$ cat config.mk
export PLATFORM = sky130hd
export DESIGN_NAME = fpa_add32
export DESIGN_NICKNAME = d
export VERILOG_FILES = /design/src/rtl/fpadd_pkg.sv /design/src/rtl/fpa_unpack.sv /design/src/rtl/fpa_align.sv /design/src/rtl/fpa_norm_round.sv /design/src/rtl/fpa_add32.sv
export SDC_FILE = /design/constraint.sdc
export NUM_CORES = 1
export LEC_CHECK = 0
export BUFFER_PORTS_ARGS = -buffer_cell sky130_fd_sc_hd__buf_4
export CAP_MARGIN = 30
export CORE_ASPECT_RATIO = 1.5
export CORE_UTILIZATION = 55
export DETAILED_ROUTE_END_ITERATION = 6
export PLACE_DENSITY = 0.77
export SETUP_SLACK_MARGIN = 0.15
export SYNTH_ARGS = -nofsm -noshare
export SYNTH_HDL_FRONTEND = slang
export SYNTH_SLANG_ARGS = --single-unit
$ cat constraint.sdc
create_clock -name vclk -period 44.5
set_input_delay 8.9 -clock vclk [all_inputs]
set_output_delay 8.9 -clock vclk [all_outputs]
set_load 0.005 [all_outputs]
$ cat src/rtl/fpadd_pkg.sv
// Package: shared widths and the unpacked operand record for the adder.
// Assumes the binary32 layout; changing the widths changes the format.
package fpadd_pkg;
    localparam int EXP_W   = 8;
    localparam int FRAC_W  = 23;
    localparam int WORD_W  = 1 + EXP_W + FRAC_W;
    localparam int MANT_W  = FRAC_W + 1;
    localparam int GRS_W   = 3;
    localparam int EXT_W   = MANT_W + GRS_W;
    localparam int EXPI_W  = EXP_W + 2;
    localparam logic [EXP_W-1:0]  EXP_ONES = {EXP_W{1'b1}};
    localparam logic [WORD_W-1:0] QNAN_WORD =
        {1'b0, EXP_ONES, 1'b1, {(FRAC_W-1){1'b0}}};

    typedef struct packed {
        logic              sign;
        logic [EXP_W-1:0]  expo;
        logic [MANT_W-1:0] mant;
        logic              is_zero;
        logic              is_inf;
        logic              is_nan;
    } fp_op_t;
endpackage

$ cat src/rtl/fpa_unpack.sv
// Module: splits one word into sign, exponent and 24-bit mantissa and
// classifies it. Assumes exponent 0 means zero (no subnormal support).
module fpa_unpack
    import fpadd_pkg::*;
(
    input  logic [WORD_W-1:0] word,
    output fp_op_t            op
);
    logic [FRAC_W-1:0] frac;

    // Field extraction and class decode.
    always_comb begin
        frac       = word[FRAC_W-1:0];
        op.sign    = word[WORD_W-1];
        op.expo    = word[WORD_W-2:FRAC_W];
        op.mant    = {1'b1, frac};
        op.is_zero = (op.expo == '0);
        op.is_inf  = (op.expo == EXP_ONES) && (frac == '0);
        op.is_nan  = (op.expo == EXP_ONES) && (frac != '0);
    end
endmodule

$ cat src/rtl/fpa_align.sv
// Module: picks the larger-exponent operand and shifts the other mantissa
// right by the exponent difference, keeping guard, round and sticky bits.
// Assumes both operands are finite and non-zero.
module fpa_align
    import fpadd_pkg::*;
(
    input  fp_op_t             x,
    input  fp_op_t             y,
    output logic [EXT_W-1:0]   big_ext,
    output logic [EXT_W-1:0]   small_ext,
    output logic [EXPI_W-1:0]  exp_big
);
    logic              swap;
    logic [EXP_W-1:0]  e_hi, e_lo, diff;
    logic [MANT_W-1:0] m_hi, m_lo;
    logic [EXT_W-1:0]  raw_lo, shifted, lost_mask;
    logic              sticky;

    // Ordering by exponent and right shift with sticky collection.
    always_comb begin
        swap      = (y.expo > x.expo);
        e_hi      = swap ? y.expo : x.expo;
        e_lo      = swap ? x.expo : y.expo;
        m_hi      = swap ? y.mant : x.mant;
        m_lo      = swap ? x.mant : y.mant;
        diff      = e_hi - e_lo;
        raw_lo    = {m_lo, {GRS_W{1'b0}}};
        lost_mask = '0;
        if (32'(diff) >= EXT_W) begin
            shifted = '0;
            sticky  = 1'b1;
        end else begin
            shifted   = raw_lo >> diff;
            lost_mask = ~({EXT_W{1'b1}} << diff);
            sticky    = |(raw_lo & lost_mask);
        end
        small_ext = {shifted[EXT_W-1:1], shifted[0] | sticky};
        big_ext   = {m_hi, {GRS_W{1'b0}}};
        exp_big   = {{(EXPI_W-EXP_W){1'b0}}, e_hi};
    end

    // Alignment never enlarges the smaller operand.
    always_comb begin
        a_r3_small_not_grown: assert (small_ext <= raw_lo)
            else $error("aligned mantissa larger than source");
    end
endmodule

$ cat src/rtl/fpa_norm_round.sv
// Module: adds the aligned mantissas, renormalises on carry, rounds to
// nearest even, renormalises again on rounding carry and packs the word.
// Assumes both mantissas have their hidden one in place.
module fpa_norm_round
    import fpadd_pkg::*;
(
    input  logic [EXT_W-1:0]  big_ext,
    input  logic [EXT_W-1:0]  small_ext,
    input  logic [EXPI_W-1:0] exp_big,
    input  logic              sign,
    output logic [WORD_W-1:0] word
);
    logic [EXT_W:0]    raw_sum;
    logic [EXT_W-1:0]  norm;
    logic [EXPI_W-1:0] e_norm, e_fin;
    logic [MANT_W-1:0] m_keep, m_fin;
    logic [MANT_W:0]   m_rnd;
    logic              guard, rest, round_up;

    // Add, first renormalisation, rounding, second renormalisation, pack.
    always_comb begin
        raw_sum = {1'b0, big_ext} + {1'b0, small_ext};
        if (raw_sum[EXT_W]) begin
            norm   = {raw_sum[EXT_W:2], raw_sum[1] | raw_sum[0]};
            e_norm = exp_big + 1'b1;
        end else begin
            norm   = raw_sum[EXT_W-1:0];
            e_norm = exp_big;
        end
        m_keep   = norm[EXT_W-1:GRS_W];
        guard    = norm[GRS_W-1];
        rest     = |norm[GRS_W-2:0];
        round_up = guard & (rest | m_keep[0]);
        m_rnd    = {1'b0, m_keep} + {{MANT_W{1'b0}}, round_up};
        if (m_rnd[MANT_W]) begin
            m_fin = m_rnd[MANT_W:1];
            e_fin = e_norm + 1'b1;
        end else begin
            m_fin = m_rnd[MANT_W-1:0];
            e_fin = e_norm;
        end
        if (e_fin >= {{(EXPI_W-EXP_W){1'b0}}, EXP_ONES})
            word = {sign, EXP_ONES, {FRAC_W{1'b0}}};
        else
            word = {sign, e_fin[EXP_W-1:0], m_fin[FRAC_W-1:0]};
    end

    // Normalised result keeps its hidden one and a rounding carry
    // leaves a zero fraction.
    always_comb begin
        a_r4_hidden_one: assert (m_fin[MANT_W-1])
            else $error("result mantissa not normalised");
        a_r6_carry_clears_frac: assert (!m_rnd[MANT_W] || m_fin[FRAC_W-1:0] == '0)
            else $error("rounding carry left fraction bits");
    end
endmodule

$ cat src/rtl/fpa_add32.sv
// Module: top of the same-sign adder. Decodes special operands and selects
// between them and the arithmetic path. Assumes op_a and op_b share a sign.
module fpa_add32
    import fpadd_pkg::*;
(
    input  logic [WORD_W-1:0] op_a,
    input  logic [WORD_W-1:0] op_b,
    output logic [WORD_W-1:0] sum_out
);
    fp_op_t            opa, opb;
    logic [EXT_W-1:0]  big_ext, small_ext;
    logic [EXPI_W-1:0] exp_big;
    logic [WORD_W-1:0] arith_word;

    fpa_unpack u_unpack_a (.word(op_a), .op(opa));
    fpa_unpack u_unpack_b (.word(op_b), .op(opb));

    fpa_align u_align (
        .x(opa), .y(opb),
        .big_ext(big_ext), .small_ext(small_ext), .exp_big(exp_big)
    );

    fpa_norm_round u_round (
        .big_ext(big_ext), .small_ext(small_ext), .exp_big(exp_big),
        .sign(opa.sign), .word(arith_word)
    );

    // Priority selection: NaN, infinity, zero operand, then arithmetic.
    always_comb begin
        if (opa.is_nan || opb.is_nan)
            sum_out = QNAN_WORD;
        else if (opa.is_inf)
            sum_out = op_a;
        else if (opb.is_inf)
            sum_out = op_b;
        else if (opa.is_zero)
            sum_out = op_b;
        else if (opb.is_zero)
            sum_out = op_a;
        else
            sum_out = arith_word;
    end

    // Port-level checks on special handling and sign.
    always_comb begin
        a_r8_nan_quiet: assert (!(opa.is_nan || opb.is_nan) || sum_out == QNAN_WORD)
            else $error("NaN input did not give quiet NaN");
        a_r9_inf_kept: assert (!((opa.is_inf || opb.is_inf) && !opa.is_nan && !opb.is_nan)
                               || (sum_out[WORD_W-2:FRAC_W] == EXP_ONES
                                   && sum_out[FRAC_W-1:0] == '0))
            else $error("infinity input did not give infinity");
        a_r11_sign_kept: assert (!(op_a[WORD_W-1] == op_b[WORD_W-1]
                                   && opa.expo != EXP_ONES && opb.expo != EXP_ONES)
                                 || sum_out[WORD_W-1] == op_a[WORD_W-1])
            else $error("result sign differs from operands");
    end
endmodule

; Word-level counts from Yosys, hierarchy flattened
; Index checks and enable logic that the tools add are counted.
[totals]
register_bits = 0
in_bits = 64
output_inout_bits = 32
[op_classes]
n_addsub = 5
n_lt_le_gt_ge = 3
eq_ne = 2
n_shift = 2
muxes = 16
bitwise = 6
n_reduce_logical = 13
[op_table]
columns = cell, n
row1 = 2-to-1 mux 32 bit, 4
row2 = 2-to-1 mux 23 bit, 3
row3 = 2-to-1 mux 31 bit, 2
row4 = 2-to-1 mux 27 bit, 2
row5 = logical NOT 23 bit, 2
row6 = nonzero test 23 bit, 2
row7 = adder 27 x 27 -> 28 bit, 1
row8 = AND 27 bit, 1
row9 = NOT 27 bit, 1
row10 = OR reduction 27 bit, 1
row11 = left shift 27 x 8 -> 27 bit (first input constant), 1
row12 = >> shifter 27 x 8 -> 27 bit, 1
row13 = adder 24 x 1 -> 25 bit, 1
row14 = 2-to-1 mux 10 bit, 2
row15 = equality test 8 bit (second input constant), 2
row16 = logical NOT 8 bit, 2
row17 = 2-to-1 mux 8 bit, 2
row18 = adder 10 x 1 -> 10 bit (second input constant), 1
row19 = >= comparator 10 x 8 -> 1 bit (second input constant), 1
row20 = adder 8 x 1 -> 9 bit (second input constant), 1
row21 = >= comparator 8 x 5 -> 1 bit (second input constant), 1
row22 = > comparator 8 bit, 1
row23 = subtractor 8 bit, 1
row24 = logical AND 1 bit, 4
row25 = 5 further kinds, 7

; Longest topological paths before layout
; Gate-level depths: netlist of the first run.
[logic_depth]
word_depth = 24
ltp_mapped = 48

; Cells and area by module
; From an unflattened synthesis of the first run, not the netlist that was laid out.
[hier_totals]
cells_unflattened = 1304
area_unflattened_um2 = 8814.7
[modules_own_cells]
columns = mod, instances, cells_per_inst, area_per_inst_um2, seq_area_each_um2
row1 = fpa_norm_round, 1, 555, 3673.5, 0.0
row2 = fpa_align, 1, 508, 3469.6, 0.0
row3 = fpa_add32, 1, 141, 970.9, 0.0
row4 = fpa_unpack, 2, 50, 350.3, 0.0

; Least setup slack after synthesis of the first run
; No wires, ideal clock.
[synth_path]
kind = input -> output
from = input op_a[27]
to = output sum_out[18]
arrival_ns = 18.302
setup_slack_ns = 17.298
cell_stages = 44
path_buffers = 11
path_cell_list = clkbuf_1 -> inv_1 -> ha_1 -> buf_4 -> and4_1 -> o21ai_1 -> a21oi_1 -> buf_2 -> buf_2 -> clkbuf_1 -> clkbuf_1 -> a21oi_1 -> ha_1 -> o31ai_1 -> and2_1 -> clkbuf_1 -> clkbuf_1 -> clkbuf_1 -> (+8 left out) -> a311oi_1 -> a211oi_1 -> o21ai_1 -> a22oi_1 -> a21oi_2 -> o21ai_4 -> buf_6 -> clkbuf_1 -> a21oi_1 -> ha_1 -> nand2_1 -> or2_2 -> or2_1 -> nor3_4 -> nand2_2 -> o2bb2ai_4 -> and3b_1 -> a211oi_2
[synth_between]
elab_chain_cells = 24
word_cells_on_any_way = 39
classes_between = 5 x add/sub / 3 x order compare / 1 x eq/ne / 2 x shift / 16 x mux / 6 x bitwise / 6 x reduce/logical
[synth_lines]
columns = item, line
row1 = from (decl), fpa_add32.sv:6  ; input logic [WORD_W-1:0] op_a,
row2 = > comparator 8 bit, fpa_align.sv:21  ; swap = (y.expo > x.expo);
row3 = 2-to-1 mux 8 bit (on tied branches), "fpa_align.sv:22, fpa_align.sv:23"
row4 = subtractor 8 bit, fpa_align.sv:26  ; diff = e_hi - e_lo;
row5 = left shift 27 x 8 -> 27 bit, fpa_align.sv:34  ; lost_mask = ~({EXT_W{1'b1}} << diff);
row6 = NOT 27 bit, fpa_align.sv:34
row7 = AND 27 bit, fpa_align.sv:35  ; sticky = |(raw_lo & lost_mask);
row8 = OR reduction 27 bit, fpa_align.sv:35
row9 = 2-to-1 mux 1 bit, fpa_align.sv:29  ; if (32'(diff) >= EXT_W) begin
row10 = (+8 left out), -
row11 = 2-to-1 mux 10 bit, fpa_norm_round.sv:35  ; if (m_rnd[MANT_W]) begin
row12 = >= comparator 10 x 8 -> 1 bit, fpa_norm_round.sv:42  ; if (e_fin >= {{(EXPI_W-EXP_W){1'b0}}, EXP_ONES})
row13 = 2-to-1 mux 31 bit, fpa_norm_round.sv:42
row14 = 2-to-1 mux 31 bit, fpa_add32.sv:38  ; else if (opb.is_zero)
row15 = 2-to-1 mux 32 bit, fpa_add32.sv:36  ; else if (opa.is_zero)
row16 = 2-to-1 mux 32 bit, fpa_add32.sv:34  ; else if (opb.is_inf)
row17 = 2-to-1 mux 32 bit, fpa_add32.sv:32  ; else if (opa.is_inf)
row18 = 2-to-1 mux 32 bit (*), fpa_add32.sv:30  ; if (opa.is_nan || opb.is_nan)
row19 = to (decl), fpa_add32.sv:8  ; output logic [WORD_W-1:0] sum_out
; Every way passes the cells marked *; elsewhere a longest branch is shown, timed or not.

; Worst setup path after layout of the first run
[layout_path]
from = input op_b[23]
to = output sum_out[10]
[layout_between]
elab_chain_cells = 24
word_cells_on_any_way = 39
classes_between = 5 x add/sub / 3 x order compare / 1 x eq/ne / 2 x shift / 16 x mux / 6 x bitwise / 6 x reduce/logical
[layout_lines]
columns = item, line
row1 = from (decl), fpa_add32.sv:7  ; input logic [WORD_W-1:0] op_b,
row2 = > comparator 8 bit, fpa_align.sv:21
row3 = 2-to-1 mux 8 bit (on tied branches), "fpa_align.sv:22, fpa_align.sv:23"
row4 = subtractor 8 bit, fpa_align.sv:26
row5 = left shift 27 x 8 -> 27 bit, fpa_align.sv:34
row6 = NOT 27 bit, fpa_align.sv:34
row7 = AND 27 bit, fpa_align.sv:35
row8 = OR reduction 27 bit, fpa_align.sv:35
row9 = 2-to-1 mux 1 bit, fpa_align.sv:29
row10 = (+8 left out), -
row11 = 2-to-1 mux 10 bit, fpa_norm_round.sv:35
row12 = >= comparator 10 x 8 -> 1 bit, fpa_norm_round.sv:42
row13 = 2-to-1 mux 31 bit, fpa_norm_round.sv:42
row14 = 2-to-1 mux 31 bit, fpa_add32.sv:38
row15 = 2-to-1 mux 32 bit, fpa_add32.sv:36
row16 = 2-to-1 mux 32 bit, fpa_add32.sv:34
row17 = 2-to-1 mux 32 bit, fpa_add32.sv:32
row18 = 2-to-1 mux 32 bit (*), fpa_add32.sv:30
; Marked as above.

==> results of run 1 <==
## metal layers
metal	up-vias	global-route usage	share of wire
li1	4072	-	-
met2	604	0.770	0.46
met3	205	0.0809	0.095
met5	-	0	0
met1	4128	0.523	0.34
met4	0	0.384	0.10
## cells in the mapped netlist, drive strengths merged (4+ instances only)
master / instances
inv: 25
a211oi: 22
xor2: 25
a2111oi: 4
o221ai: 9
a31oi: 15
nand4: 20
and3: 16
a41oi: 4
o21ai: 67
nor3: 33
nand2: 189
xnor2: 39
or3: 6
o31ai: 4
a221oi: 6
a22oi: 6
mux4: 10
nand2b: 6
nand3: 30
mux2i: 65
mux2: 6
nor2: 97
a21o: 11
o21bai: 8
a211o: 4
nor4: 21
and2: 11
nor2b: 10
buf: 18
clkbuf: 39
or2: 9
a21oi: 87
o21a: 12
o22ai: 19
o211ai: 6
or4: 7
ha: 35
## critical path, delay by kind of cell
| kind | cells | cell delay (ps) |
|---|---|---|
| simple gates | 16 | 3780 |
| compound gates | 13 | 3460 |
| fa+ha+maj | 5 | 1830 |
| buf+inv | 5 | 1620 |
## layout by cell type (no fill, tap or decap), types with 7 or more instances in the layout
cell type,n
o21ai_0,61
and3_1,16
a21o_1,11
ha_1,35
nand4_1,20
o221ai_1,9
nor3_1,31
o22ai_1,18
and2_1,10
nand3_1,29
nor2_1,95
nand2_1,185
or2_2,7
o21bai_1,7
nor2b_1,10
xor2_1,24
nor4_1,17
a31oi_1,15
a211oi_1,18
o21a_1,12
mux4_2,10
xnor2_1,38
inv_1,25
mux2i_1,65
buf_4,111
a21oi_1,83
## power by group through the flow
stage               clock network [mW]  registers [mW]  logic, mW
floorplan                            0               0      0.116
global placement                     0               0      0.176
detailed placement                   0               0      0.176
global route                         0               0      0.194
finish                               0               0      0.184
CTS                                  0               0      0.177
## metrics by stage
stage	instances	utilization	total power, mW	hold slack [ps]
4_1_cts	1261	0.633	0.177	18130
6_report	1261	0.633	0.184	18130
3_5_place_dp	1261	0.633	0.176	18130
2_1_floorplan	1054	-	0.116	17910
3_3_place_gp	1260	0.633	0.176	18120
5_1_grt	1261	0.633	0.194	18150
## worst paths after layout
kind      from          end  slack (ps)  cells past startpoint
max   op_b[23]  sum_out[10]       15970                     39
min   op_a[31]  sum_out[31]       18130                      4
## logic make-up (layout without fill, tap and decap cells)
family / after synthesis / in the layout / synth area share
compound gates: 319 / 319 / 0.319
xor+xnor: 64 / 64 / 0.0832
fa+ha+maj: 37 / 37 / 0.0685
buf+inv: 83 / 137 / 0.0542
mux: 81 / 81 / 0.138
simple gates: 470 / 470 / 0.337
## final cells by class
cell class / instances / area share
tap: 153 / 0.0252
timing repair buffer: 111 / 0.110
inverter: 26 / 0.0128
multi-input combinational: 971 / 0.853
==> metrics.txt, run 1 <==
sequential cell area fraction in the yosys report=0; setup bufs post-CTS=0; area post-placement=0.00761 mm^2; cell at the slowest stage of the critical path=clkinv_1; cell leakage power=3.16 nW; drc violations=0; cell with the most instances on the worst path=ha_1; sum of net half-perimeters after detailed placement=24300 um; number of setup violations in the final report=0; cells after synthesis=1054; post-route ant nets=0; area of combinational cells with multiple inputs=0.00649 mm^2; clock buffers=0; register area=0 um^2; class of the most critical hold timing path=primary input to output port; Area contributors post-synth=nand2_1, mux2i_1, ha_1; yosys synthesis warning count=0; worst-path maximum fanout=27; WP data arrival=19630 ps; core footprint=0.0120 mm^2; worst-case vdd ir drop=0.0175 mV; RSZ-0062 raised after global routing=no; floorplan row count=49; first-pass GRT wire length=47000 um; Ant. Diodes=0; count of final hold-check violations=0; top-area cell type share of the netlist area=0.102; CP startpoint kind=primary input; number of pins exceeding their max-slew limit in the final report=0; Cell Pwr Density=24.2 mW/mm^2; Synthesized Nets=1154; synthesized area divided by synthesized cell count=6.48 um^2; crit end category=output port; first-pass detailed-route iteration total=7; type of the worst setup path=primary input to output port; drt via density=7.14; power share of the clock group=0; Mapped Area=0.00683 mm^2; DIE WIDTH=93.0 um; outcome=completed; P&R area growth vs syn=11.4%; number of max-cap violations=0; number of gates resized after cts=0; switching power summed over all nets=0.118 mW; number of global-route vias before repair=8420; via count=9009; Worst Setup Slack post-DPL=16380 ps; Unique masters post-synth=95; post-route clock period utilization=0.641; starting density of the core=0.568; final RePlAce weighted congestion=1.07; pin count of the biggest net entering global routing=51; fraction of layout instances using a drive strength above 1=0.156; drt wl/cell=24.5 um; worst setup slack after layout=15970 ps; Nets=1210; highest clock rate=0.0351 GHz; die outline area=0.0129 mm^2; final setup TNS=0 ps; initial antenna violation count=0; CP required=35600 ps; overall global routing resource usage=0.470; proportion of power drawn by combinational gates=1.000; transition at the pin with the smallest max-transition slack=915 ps; Die Y-Extent=138 um; minimum clock period=28530 ps; worst relative slew slack=0.372; summed area of non-filler cells in the final layout=0.00761 mm^2; number of DRC violations after detailed-routing iteration 0=848; cell-internal power=0.0658 mW; leading area contributor after synthesis=nand2_1; sequential share of power=0; total number of sequential cells=0; switching fraction of total power=0.643; Port Buffer Count=96; number of buffers inserted by hold repair at cts=0; num ports=96; final global-route overflow total=0; Worst path max stage delay=900 ps; wire length reported by the detailed router=30900 um; filler cell count=1231
Note: power is estimated with default switching activity, not from simulation.
==> run 2: changes to the inputs <==
==> constraint.sdc (replaced) <==
create_clock -name vclk -period 27.8
set_input_delay 5.56 -clock vclk [all_inputs]
set_output_delay 5.56 -clock vclk [all_outputs]
set_load 0.005 [all_outputs]
==> run 2 against run 1 <==
The flow now finishes with violations (design-rule violations). Combinational power is 60% higher. Clock-buffer cell count is the same. Die area stayed put. Sequential cell count unchanged. Critical path depth increased by 1.
==> metrics.txt, run 2 (synthesis results as in run 1) <==
outcome=complete, but fails checks (was completed); violations in the final reports=design-rule violations; number of pins exceeding their max-slew limit in the final report=0 (unchanged); starting density of the core=0.568 (unchanged); number of setup violations in the final report=0 (unchanged); number of global-route vias before repair=8642 (was 8420); busiest layer in global routing=met2 (unchanged); first-pass detailed-route iteration total=7 (unchanged); global-route met1 utilization=0.531 (was 0.523); minimum clock period=22050 ps; total number of sequential cells=0 (unchanged); post-route ant nets=0 (unchanged); fraction of layout instances using a drive strength above 1=0.156 (unchanged); register area=0 um^2 (unchanged); highest clock rate=0.0453 GHz; drt via density=7.17 (was 7.14); worst-case vdd ir drop=0.0269 mV (was 0.0175 mV); floorplan row count=49 (unchanged); Nets=1210 (unchanged); first-pass GRT wire length=48000 um (was 47000 um); overall global routing resource usage=0.478 (was 0.470); CP required=22240 ps (was 35600 ps); clock buffers=0 (unchanged); transition at the pin with the smallest max-transition slack=984 ps (was 915 ps); setup bufs post-CTS=0 (unchanged); leading cell type in the layout, fill and taps excluded=nand2_1 (unchanged); post-route clock period utilization=0.793; Overall Power=0.295 mW (was 0.184 mW); RSZ-0062 raised after global routing=no (unchanged); cell at the slowest stage of the critical path=clkinv_1 (unchanged); number of buffers inserted by hold repair at cts=0 (unchanged); number of DRC violations after detailed-routing iteration 0=905 (was 848); final RePlAce weighted congestion=1.08 (was 1.07); initial antenna violation count=0 (unchanged); wire length reported by the detailed router=31000 um (was 30900 um); Die Y-Extent=138 um (unchanged); worst relative slew slack=0.341 (was 0.372); most used cells in the layout excluding fill and tap cells=nand2_1, buf_4, nor2_1 (unchanged); drc violations=1 (was 0); cell leakage power=3.16 nW (unchanged); Cell Pwr Density=38.8 mW/mm^2 (was 24.2 mW/mm^2); worst-path maximum fanout=45 (was 27); via count=9039 (was 9009); drt wl/cell=24.6 um (was 24.5 um); Port Buffer Count=96 (unchanged); num ports=96 (unchanged); Worst path max stage delay=900 ps (about the same); die outline area=0.0129 mm^2 (unchanged); summed area of non-filler cells in the final layout=0.00761 mm^2 (unchanged); number of max-cap violations=0 (unchanged); final setup TNS=0 ps (unchanged); Ant. Diodes=0 (unchanged); final global-route overflow total=0 (unchanged); crit end category=output port (unchanged); DIE WIDTH=93.0 um (unchanged); class of the most critical hold timing path=primary input to output port (unchanged); pin count of the biggest net entering global routing=48 (was 51); CP startpoint kind=primary input (unchanged); WP data arrival=16490 ps (was 19630 ps); GRT met3 Usage=0.0891 (was 0.0809); core footprint=0.0120 mm^2 (unchanged); sum of net half-perimeters after detailed placement=24200 um (was 24300 um); area post-placement=0.00761 mm^2 (unchanged); area of combinational cells with multiple inputs=0.00649 mm^2 (unchanged); P&R area growth vs syn=11.4% (unchanged); type of the worst setup path=primary input to output port (unchanged); count of final hold-check violations=0 (unchanged); filler cell count=1224 (was 1231); number of gates resized after cts=0 (unchanged); GRT met2 Usage=0.772 (was 0.770)
-- run 2: cell counts in the layout (fill, tap and decap cells not counted) --
No cell type changed its count.
-- run 2: metal layers --
layer | wire [um] | share of wire
met2 | 13900 | 0.45
met3 | 3210 | 0.10
met1 | 10400 | 0.34
met4 | 3480 | 0.11
met5 | 0 | 0
-- run 2: final timing paths --
path	from	to	slack, ps	cells past startpoint
setup / recovery	op_a[26]	sum_out[13]	5750	40
hold / removal	op_a[31]	sum_out[31]	11450	4
-- run 2: report_power, final --
group	internal [mW]	switching, mW
Sequential	0	0
Combinational	0.105	0.190
Clock	0	0
-- run 2: stage by stage --
step	hold WS, ps	std cells	utilization	setup slack [ps]
floorplan	11230	1054	-	7280
global placement	11440	1261	0.633	6480
detailed placement	11450	1261	0.633	6300
CTS	11450	1261	0.633	6250
global route	11470	1261	0.633	5120
finish	11450	1261	0.633	5750
-- run 2: worst max-delay path, delay by kind of cell --
family | cells | cell delay [ps]
compound gates | 16 | 3930
buf+inv | 5 | 1790
simple gates | 14 | 3100
fa+ha+maj | 5 | 2110
-- run 2: layout make-up --
class,count,share of cell area
inverter,26,0.0128
multi-input combinational,971,0.853
tap,153,0.0252
timing repair buffer,111,0.110
==> run 3: changes to the inputs <==
--- a/config.mk
+++ b/config.mk
@@ -5,12 +5,13 @@
 export SDC_FILE = /design/constraint.sdc
 export NUM_CORES = 1
 export LEC_CHECK = 0
+export ABC_AREA = 1
 export BUFFER_PORTS_ARGS = -buffer_cell sky130_fd_sc_hd__buf_4
 export CAP_MARGIN = 30
 export CORE_ASPECT_RATIO = 1.5
 export CORE_UTILIZATION = 55
 export DETAILED_ROUTE_END_ITERATION = 6
-export PLACE_DENSITY = 0.77
+export PLACE_DENSITY = 0.76
 export SETUP_SLACK_MARGIN = 0.15
 export SYNTH_ARGS = -nofsm -noshare
 export SYNTH_HDL_FRONTEND = slang
==> constraint.sdc (replaced) <==
create_clock -name vclk -period 21.8
set_input_delay 4.36 -clock vclk [all_inputs]
set_output_delay 4.36 -clock vclk [all_outputs]
set_load 0.005 [all_outputs]
==> run 3 against run 2 <==
The flow still finishes with violations (design-rule violations). Largest cell class unchanged. Cell count grew 36%. Global-route usage shrank 5.1 points. Worst setup slack lost 3700 ps. Synthesized cell count grew 45%. Cell area grew 6.6%. Critical endpoint unchanged. Critical path depth grew 14. Worst hold slack lost 2400 ps. Sequential share of layout area is the same. Utilization shrank 1.6 points.
==> metrics.txt, run 3 <==
Area contributors post-synth=nand2_1, nand3_1, inv_1 (was nand2_1, mux2i_1, ha_1); Nets=1663 (was 1210); most used cells in the layout excluding fill and tap cells=nand2_1, inv_1, nand3_1 (was nand2_1, buf_4, nor2_1); num ports=96 (unchanged); number of buffers inserted by hold repair at cts=0 (unchanged); floorplan row count=51 (was 49); cell with the most instances on the worst path=nand2_1; Port Buffer Count=96 (unchanged); number of gates resized after cts=0 (unchanged); highest clock rate=0.0505 GHz; DIE WIDTH=97.2 um (was 93.0 um); crit path to=sum_out[13] (unchanged); total number of sequential cells=0 (unchanged); sum of net half-perimeters after detailed placement=25600 um (was 24200 um); WP data arrival=15440 ps (was 16490 ps); Worst Setup Slack post-DPL=2290 ps (was 6300 ps); Cell Pwr Density=51.0 mW/mm^2 (was 38.8 mW/mm^2); wire length reported by the detailed router=31500 um (was 31000 um); fraction of layout instances using a drive strength above 1=0.102 (was 0.156); post-route clock period utilization=0.908; class of the most critical hold timing path=primary input to output port (unchanged); proportion of power drawn by combinational gates=1.000 (about the same); type of the worst setup path=primary input to output port (unchanged); number of global-route vias before repair=9181 (was 8642); global-route met1 utilization=0.497 (was 0.531); first-pass GRT wire length=47600 um (was 48000 um); filler cell count=1417 (was 1224); start point of the critical path=op_b[23] (was op_a[26]); Mapped Area=0.00747 mm^2 (was 0.00683 mm^2); sequential share of power=0 (about the same); final setup TNS=0 ps (unchanged); initial antenna violation count=0 (unchanged); transition at the pin with the smallest max-transition slack=1060 ps (was 984 ps); drt via density=6.17 (was 7.17); sequential cell area fraction in the yosys report=0 (unchanged); setup bufs post-CTS=0 (unchanged); final RePlAce weighted congestion=1.08 (about the same); synthesized area divided by synthesized cell count=4.89 um^2 (was 6.48 um^2); die outline area=0.0141 mm^2 (was 0.0129 mm^2); CP startpoint kind=primary input (unchanged); number of DRC violations after detailed-routing iteration 0=1060 (was 905); worst setup slack after layout=2000 ps (was 5750 ps); via count=10604 (was 9039); crit end category=output port (unchanged); outcome=complete, but fails checks (unchanged); clock buffers=0 (unchanged); post-route ant nets=0 (unchanged); yosys synthesis warning count=0 (unchanged); most frequent cell after synthesis=nand2_1 (unchanged); cells after synthesis=1529 (was 1054); cell depth of the worst hold path=4 (unchanged); Unique masters post-synth=50 (was 95); leading cell types by count after synthesis=nand2_1, inv_1, nand3_1 (was nand2_1, nor2_1, a21oi_1); overall global routing resource usage=0.427 (was 0.478); worst-case vdd ir drop=0.0493 mV (was 0.0269 mV); Worst path max stage delay=980 ps (was 900 ps); switching power summed over all nets=0.280 mW (was 0.190 mW); Ant. Diodes=0 (unchanged); P&R area growth vs syn=8.54% (was 11.4%); busiest layer in global routing=met2 (unchanged); GRT met3 Usage=0.0490 (was 0.0891); final global-route overflow total=0 (unchanged); count of final hold-check violations=0 (unchanged); minimum clock period=19800 ps; core footprint=0.0131 mm^2 (was 0.0120 mm^2); number of max-cap violations=0 (unchanged); starting density of the core=0.569 (was 0.568); switching fraction of total power=0.677 (was 0.643); drt wl/cell=18.3 um (was 24.6 um); GRT met2 Usage=0.747 (was 0.772); number of pins exceeding their max-slew limit in the final report=0 (unchanged); pin count of the biggest net entering global routing=101 (was 48); cell leakage power=4.46 nW (was 3.16 nW); drc violations=7 (was 1); first-pass detailed-route iteration total=7 (unchanged); Overall Power=0.414 mW (was 0.295 mW); top-area cell type share of the netlist area=0.250 (was 0.102); worst-path maximum fanout=100 (was 45); RSZ-0062 raised after global routing=no (unchanged); violations in the final reports=design-rule violations (unchanged); Synthesized Nets=1629 (was 1154); CP required=17440 ps (was 22240 ps); register area=0 um^2 (unchanged); leading area contributor after synthesis=nand2_1 (unchanged); hold path startpoint=op_b[31] (was op_a[31]); Die Y-Extent=145 um (was 138 um); cell at the slowest stage of the critical path=ha_1 (was clkinv_1); leading cell type in the layout, fill and taps excluded=nand2_1 (unchanged); cell-internal power=0.134 mW (was 0.105 mW); power share of the clock group=0 (about the same); worst relative slew slack=0.296 (was 0.341); number of setup violations in the final report=0 (unchanged)
==> run 3: kinds of logic (layout without fill, tap and decap cells) <==
kind of cell	after synthesis	in the layout	synth area share
AND/OR/NAND/NOR	893	893	0.531
AO/OA/AOI/OAI	303	303	0.217
buffers and inverters	260	292	0.142
adder cells (fa/ha/maj)	36	36	0.0613
XOR/XNOR	35	35	0.0460
multiplexers	2	2	0.00268
==> run 3: metrics by stage <==
stage | utilization | hold slack [ps] | cell area [um^2] | instances
after CTS | 0.617 | 9030 | 8110 | 1720
after global placement | 0.617 | 9030 | 8110 | 1720
after global routing | 0.617 | 9060 | 8110 | 1720
after floorplan | - | 8830 | 7470 | 1529
final | 0.617 | 9030 | 8110 | 1720
after detailed placement | 0.617 | 9030 | 8110 | 1720
==> run 3: metal layers <==
metal / routed length [um] / part of all wire
met5: 0 / 0
met4: 2420 / 0.077
met3: 3170 / 0.10
met2: 14400 / 0.46
met1: 11500 / 0.36
==> run 3: cell type report <==
type               count  area, um^2  area share
repair buffers       104         781      0.0963
multi-input cells   1269        6430       0.792
inverters            188         706      0.0870
well taps            159         199      0.0245
==> run 3: worst min path at each step <==
stage | slack [ps] | end
after global routing | 9060 | sum_out[31]
after floorplan | 8830 | sum_out[19]
after detailed placement | 9030 | sum_out[31]
final | 9030 | sum_out[31]
after CTS | 9030 | sum_out[31]
after global placement | 9030 | sum_out[31]
==> run 3: power groups by stage <==
stage / sequential, mW / clock, mW / combinational [mW]
2_1_floorplan: 0 / 0 / 0.271
3_3_place_gp: 0 / 0 / 0.397
3_5_place_dp: 0 / 0 / 0.398
4_1_cts: 0 / 0 / 0.400
5_1_grt: 0 / 0 / 0.447
6_report: 0 / 0 / 0.414
==> run 3: critical path: cells and delay by family <==
kind	cells	cell delay [ps]
AND/OR/NAND/NOR	30	5850
AO/OA/AOI/OAI	13	2760
adder cells (fa/ha/maj)	4	1750
buffers and inverters	7	690
